**src/rtl/mmu_fault_pkg.sv**
```systemverilog
package mmu_fault_pkg;

    localparam int ESR_W     = 32;
    localparam int STORE_BIT = 10;

    typedef enum logic [1:0] {
        ACC_LOAD  = 2'd0,
        ACC_STORE = 2'd1,
        ACC_FETCH = 2'd2,
        ACC_RSVD  = 2'd3
    } acc_e;

    localparam logic [4:0] CODE_PERM = 5'd16;
    localparam logic [4:0] CODE_MISS = 5'd18;

    // Syndrome word for a faulting access
    function automatic logic [ESR_W-1:0] make_esr(input logic miss, input acc_e kind);
        logic [ESR_W-1:0] w;
        w = '0;
        w[4:0] = (miss ? CODE_MISS : CODE_PERM) + ((kind == ACC_FETCH) ? 5'd1 : 5'd0);
        w[STORE_BIT] = (kind == ACC_STORE);
        return w;
    endfunction

endpackage

```
**src/rtl/mmu_xlat_gate.sv**
```systemverilog
module mmu_xlat_gate (
    input  logic       cfg_mmu_present,
    input  logic       cfg_full_set,
    input  logic [1:0] cfg_xlat_field,
    input  logic       msr_vm,
    output logic       xlat_on
);
    logic mmu_possible;

    always_comb begin
        mmu_possible = cfg_mmu_present && (!cfg_full_set || (cfg_xlat_field == 2'b11));
        xlat_on      = mmu_possible && msr_vm;
    end

    // translation never claimed without the virtual-mode bit
    always_comb begin
        a_r1_needs_vm: assert (!xlat_on || msr_vm);
    end
endmodule

```
**src/rtl/mmu_page_map.sv**
```systemverilog
module mmu_page_map #(
    parameter int AW = 32,
    parameter int PB = 12
) (
    input  logic [AW-1:0]    va,
    input  logic             xlat_on,
    input  logic [AW-PB-1:0] vbase,
    input  logic [AW-PB-1:0] pbase,
    output logic [AW-1:0]    pa
);
    localparam int VW = AW - PB;

    logic [VW-1:0] vpn;
    logic [VW-1:0] ppn;

    always_comb begin
        vpn = va[AW-1:PB];
        ppn = xlat_on ? (pbase + (vpn - vbase)) : vpn;
        pa  = {ppn, va[PB-1:0]};
    end

    // page offset is never altered
    always_comb begin
        a_r3_offset_kept: assert (pa[PB-1:0] == va[PB-1:0]);
    end
endmodule

```
**src/rtl/mmu_syndrome.sv**
```systemverilog
module mmu_syndrome
    import mmu_fault_pkg::*;
(
    input  logic             req_valid,
    input  logic             xlat_on,
    input  logic             tlb_hit,
    input  logic             tlb_perm_ok,
    input  logic             fault_pending,
    input  acc_e             kind,
    output logic             pass_now,
    output logic             fault_now,
    output logic             dbl_now,
    output logic [ESR_W-1:0] esr_next
);
    logic bad;

    always_comb begin
        bad       = req_valid && xlat_on && !(tlb_hit && tlb_perm_ok);
        pass_now  = req_valid && !bad;
        fault_now = bad && !fault_pending;
        dbl_now   = bad && fault_pending;
        esr_next  = make_esr(!tlb_hit, kind);
    end

    // at most one outcome per request
    always_comb begin
        a_r8_one_outcome: assert ($onehot0({pass_now, fault_now, dbl_now}));
    end
endmodule

```
**src/rtl/mmu_fault_gen.sv**
```systemverilog
module mmu_fault_gen
    import mmu_fault_pkg::*;
#(
    parameter int AW = 32,
    parameter int PB = 12
) (
    input  logic             clk,
    input  logic             rst,
    input  logic             req_valid,
    input  logic [AW-1:0]    req_addr,
    input  logic [1:0]       req_kind,
    input  logic             cfg_mmu_present,
    input  logic             cfg_full_set,
    input  logic [1:0]       cfg_xlat_field,
    input  logic             msr_vm,
    input  logic             tlb_hit,
    input  logic             tlb_perm_ok,
    input  logic [AW-PB-1:0] tlb_vbase,
    input  logic [AW-PB-1:0] tlb_pbase,
    input  logic             fault_pending,
    output logic             pa_valid,
    output logic [AW-1:0]    pa,
    output logic             fault,
    output logic             dbl_fault,
    output logic [ESR_W-1:0] esr,
    output logic [AW-1:0]    ear
);
    logic             xlat_on;
    logic [AW-1:0]    pa_comb;
    logic             pass_now, fault_now, dbl_now;
    logic [ESR_W-1:0] esr_next;
    acc_e             kind;

    assign kind = acc_e'(req_kind);

    mmu_xlat_gate u_gate (
        .cfg_mmu_present (cfg_mmu_present),
        .cfg_full_set    (cfg_full_set),
        .cfg_xlat_field  (cfg_xlat_field),
        .msr_vm          (msr_vm),
        .xlat_on         (xlat_on)
    );

    mmu_page_map #(.AW(AW), .PB(PB)) u_map (
        .va      (req_addr),
        .xlat_on (xlat_on),
        .vbase   (tlb_vbase),
        .pbase   (tlb_pbase),
        .pa      (pa_comb)
    );

    mmu_syndrome u_syn (
        .req_valid     (req_valid),
        .xlat_on       (xlat_on),
        .tlb_hit       (tlb_hit),
        .tlb_perm_ok   (tlb_perm_ok),
        .fault_pending (fault_pending),
        .kind          (kind),
        .pass_now      (pass_now),
        .fault_now     (fault_now),
        .dbl_now       (dbl_now),
        .esr_next      (esr_next)
    );

    always_ff @(posedge clk) begin
        if (rst) begin
            pa_valid  <= 1'b0;
            pa        <= '0;
            fault     <= 1'b0;
            dbl_fault <= 1'b0;
            esr       <= '0;
            ear       <= '0;
        end else begin
            pa_valid  <= pass_now;
            fault     <= fault_now;
            dbl_fault <= dbl_now;
            if (pass_now) pa <= pa_comb;
            if (fault_now) begin
                esr <= esr_next;
                ear <= req_addr;
            end
        end
    end

    a_r4_ear_is_addr: assert property (@(posedge clk) disable iff (rst)
        fault |-> ear == $past(req_addr));
    a_r6_store_flag: assert property (@(posedge clk) disable iff (rst)
        fault |-> esr[STORE_BIT] == ($past(req_kind) == 2'd1));
    a_r7_syndrome_hold: assert property (@(posedge clk) disable iff (rst)
        !fault |-> ($stable(esr) && $stable(ear)));
    a_r8_dbl_not_fault: assert property (@(posedge clk) disable iff (rst)
        !(fault && dbl_fault));
    a_r2_bypass_addr: assert property (@(posedge clk) disable iff (rst)
        (pa_valid && !$past(msr_vm)) |-> pa == $past(req_addr));
    a_r9_no_req_no_pulse: assert property (@(posedge clk) disable iff (rst)
        !req_valid |=> !(pa_valid || fault || dbl_fault));
endmodule

```
**config.mk**
```make
export PLATFORM = sky130hd
export DESIGN_NAME = mmu_fault_gen
export DESIGN_NICKNAME = d
export VERILOG_FILES = /design/src/rtl/mmu_fault_pkg.sv /design/src/rtl/mmu_xlat_gate.sv /design/src/rtl/mmu_page_map.sv /design/src/rtl/mmu_syndrome.sv /design/src/rtl/mmu_fault_gen.sv
export SDC_FILE = /design/constraint.sdc
export NUM_CORES = 1
export LEC_CHECK = 0
export BUFFER_PORTS_ARGS = -buffer_cell sky130_fd_sc_hd__clkbuf_2
export CAP_MARGIN = 10
export CORE_MARGIN = 2
export CORE_UTILIZATION = 29
export CTS_CLUSTER_SIZE = 12
export DETAILED_ROUTE_END_ITERATION = 10
export GPL_ROUTABILITY_DRIVEN = 0
export PLACE_DENSITY = 0.63
export SLEW_MARGIN = 20
export SYNTH_ARGS = -nofsm -noshare
export SYNTH_HDL_FRONTEND = slang
export SYNTH_SLANG_ARGS = --single-unit
```
**constraint.sdc**
```tcl
create_clock -name clk -period 2.35 [get_ports clk]
set_clock_uncertainty 0.1 [all_clocks]
set_input_delay 0.1175 -clock clk [delete_from_list [all_inputs] [get_ports clk]]
set_output_delay 0.1175 -clock clk [all_outputs]
set_load 0.02 [all_outputs]
```
==> metrics.cfg <==
[synthesis]
synthTopCellsByArea=dfxtp_1 31%, nand2_1 9.4%, fa_1 8.2%
synth_top_cell_area_share_pct=30.7
yosysTopAreaCell=dfxtp_1
syn_area_um2=4620
synth-edff-count=0
synth_cells=584
ys_seq_area_share_pct=30.7
synth_warnings=0
async_flop_share_pct=0
avgSynthCellArea_um2=7.92
ys.flop_type=dfxtp_1
ys_ff_latch=71
yosysUniqueCellTypes=65

[cells_and_area]
diodes=0
fin_util_pct=42.2
layout.nets=937
multi_input_area_um2=2780
fillers=1609
areaGrowthSynthToFinish_pct=43.4
final_area_um2=6630
seq_area_um2=1420
drive_gt1_share_pct=33.3

[place]
place.detailed.hpwl_mm=11.3
place_area_um2=5970
port_buffers=155

[floorplanning]
fp.dieArea_um2=17000
initial_utilization_pct=29.4
num_io_pins=184
core_area_um2=15700
die_width_um=130
rows=46
die_h_um=130

[global_route]
grt_usage_pct=17.2
grt_pass1_vias=4498
overflow=0
grt_max_degree=57
grt_first_pass_wirelength_mm=22.5
antenna_found_initial=0

[routing]
first_pass_iters=5
drc=0
via_per_inst=4.56
antenna_left=0
num_vias=4711
dr.first_iter.drc_count=235
wire_per_inst_um=14.2
routed_wl_mm=14.7

[critical_path]
cp-end-kind=flip-flop
worstPathMaxFanout=4
start_kind=input port
critical_path_class=input port to flip-flop
required_ns=2.49
cp_data_arrival_time_ns=2.43

[clock_network]
cts-buffers-inserted=9
cts_buffer_depth=2
cts.htree.levels=3
cts_sinks=71
clk-insertion-delay-late_ns=0.34
path_clk_slew_ns=0.06
cts-root-buf=clkbuf_16
post_cts_buffers=0
cts_tree=built

[timing]
finalHoldViolCount=0
min_period_over_period_pct=97.7
fin_setup_tns_ns=0
slew_viol_final=0
fin_crit_ns=2.30
setup_viol=0
hold_ws_ns=0.0433
fmax_ghz=0.435

[power]
p_per_area_nw_per_um2=637
p_leak_nw=3.21
power_w=0.00422
ir_drop_mv=0.367

[run_status]
run_status=completed

[min_path]
hold_class=input port to flip-flop

[run]
drv_cap=0

==> flip-flops by register name, indices dropped and copies added, names as in the netlist <==
register,flops
pa,32
dbl_fault,1
pa_valid,1
fault,1
ear,32
esr,4
==> logic make-up (layout without fill, tap and decap cells) <==
family,after synthesis,after routing,share of synthesized area (%)
simple gates,184,184,18.2
compound gates,141,141,20.2
buf+inv,132,339,14.1
flops,71,71,30.7
fa+ha+maj,39,39,13.6
xor+xnor,16,16,3.03
other cells,1,28,0.0811
==> per-layer routing <==
| metal | up-vias | wire [µm] | part of all wire [%] | GRT usage (%) |
|---|---|---|---|---|
| li1 | 2338 | - | - | - |
| met1 | 2192 | 6420 | 44 | 21.6 |
| met2 | 164 | 6900 | 47 | 28.4 |
| met3 | 17 | 1130 | 7.7 | 5.33 |
| met4 | 0 | 221 | 1.5 | 4.81 |
| met5 | - | 0 | 0 | 0 |
==> report_power, final <==
part           total [W]  internal (W)  leakage (nW)  switching (W)
Sequential       0.00128       0.00126         0.579      0.0000276
Combinational    0.00156      0.000719          2.49       0.000840
Clock            0.00138      0.000834         0.144       0.000544
==> cells in the final DEF (no fill, tap or decap), types with 9 or more instances in the layout <==
cell type / n
fa_1: 18
dlygate4sd3_1: 29
conb_1: 28
nor3_1: 13
clkbuf_16: 9
a21oi_1: 68
xnor2_1: 11
inv_1: 72
buf_4: 60
nor2_1: 18
clkbuf_2: 154
ha_1: 14
dfxtp_1: 71
a21o_1: 9
nand2_1: 116
==> synth_stat cells (2+ instances only) <==
| cell | instances |
|---|---|
| nand3_1 | 7 |
| xnor2_1 | 11 |
| o211ai_1 | 3 |
| o21a_1 | 3 |
| nand2_1 | 116 |
| dfxtp_1 | 71 |
| and3_1 | 7 |
| nand3b_1 | 2 |
| or2_2 | 2 |
| xor2_1 | 5 |
| o21ai_0 | 6 |
| o31a_1 | 2 |
| o21ai_1 | 3 |
| a211oi_1 | 9 |
| and2_2 | 2 |
| ha_1 | 20 |
| or3_1 | 2 |
| o21ai_2 | 2 |
| nor3_1 | 13 |
| a21o_1 | 9 |
| a31o_2 | 2 |
| o22ai_1 | 7 |
| inv_1 | 76 |
| buf_4 | 29 |
| clkbuf_1 | 13 |
| a31oi_1 | 5 |
| buf_6 | 4 |
| or4_1 | 2 |
| fa_1 | 19 |
| a311oi_1 | 4 |
| nor2_1 | 19 |
| a21oi_1 | 69 |
| o221ai_1 | 2 |
| buf_2 | 7 |
==> timing repair <==
action,4_1_cts,5_1_grt
gates resized for setup,0,15
endpoints found under the hold margin,41,0
hold buffers,29,0
setup endpoints to repair,0,7
==> final timing paths <==
path / slack [ns] / to / startpoint / cells after the start
worst max register to register: 1.25 / pa[31] / pa[31] / 4
worst min register to register: 0.35 / esr[0] / esr[0] / 2
worst min-delay path: 0.04 / ear[15] / req_addr[15] / 4
worst max-delay path: 0.05 / pa[27] / req_addr[18] / 11
==> per-stage QoR <==
step                      std cells  worst slack (ns)
after floorplan                 611           -0.0911
after global placement          989            -0.309
after detailed placement        989            -0.329
after CTS                      1034            0.0340
after global routing           1034           -0.0147
final                          1034            0.0536
==> worst max-delay path, stage by stage <==
cell and delay (ns):
clkbuf_2 0.10, inv_2 0.06, fa_1 0.52, inv_1 0.06, ha_4 0.26, a21oi_2 0.16
o21ai_2 0.09, a221oi_4 0.31, a21oi_4 0.11, or4_1 0.47, and3_1 0.17
==> layout make-up <==
type / instances / area share [%]
Multi-Input combinational cell: 408 / 41.9
Timing Repair Buffer: 246 / 23.5
Sequential cell: 71 / 21.4
Inverter: 77 / 4.47
Clock buffer: 13 / 4.23
Tap cell: 216 / 4.08
Clock inverter: 3 / 0.359
Note: power is estimated with default switching activity, not from simulation.
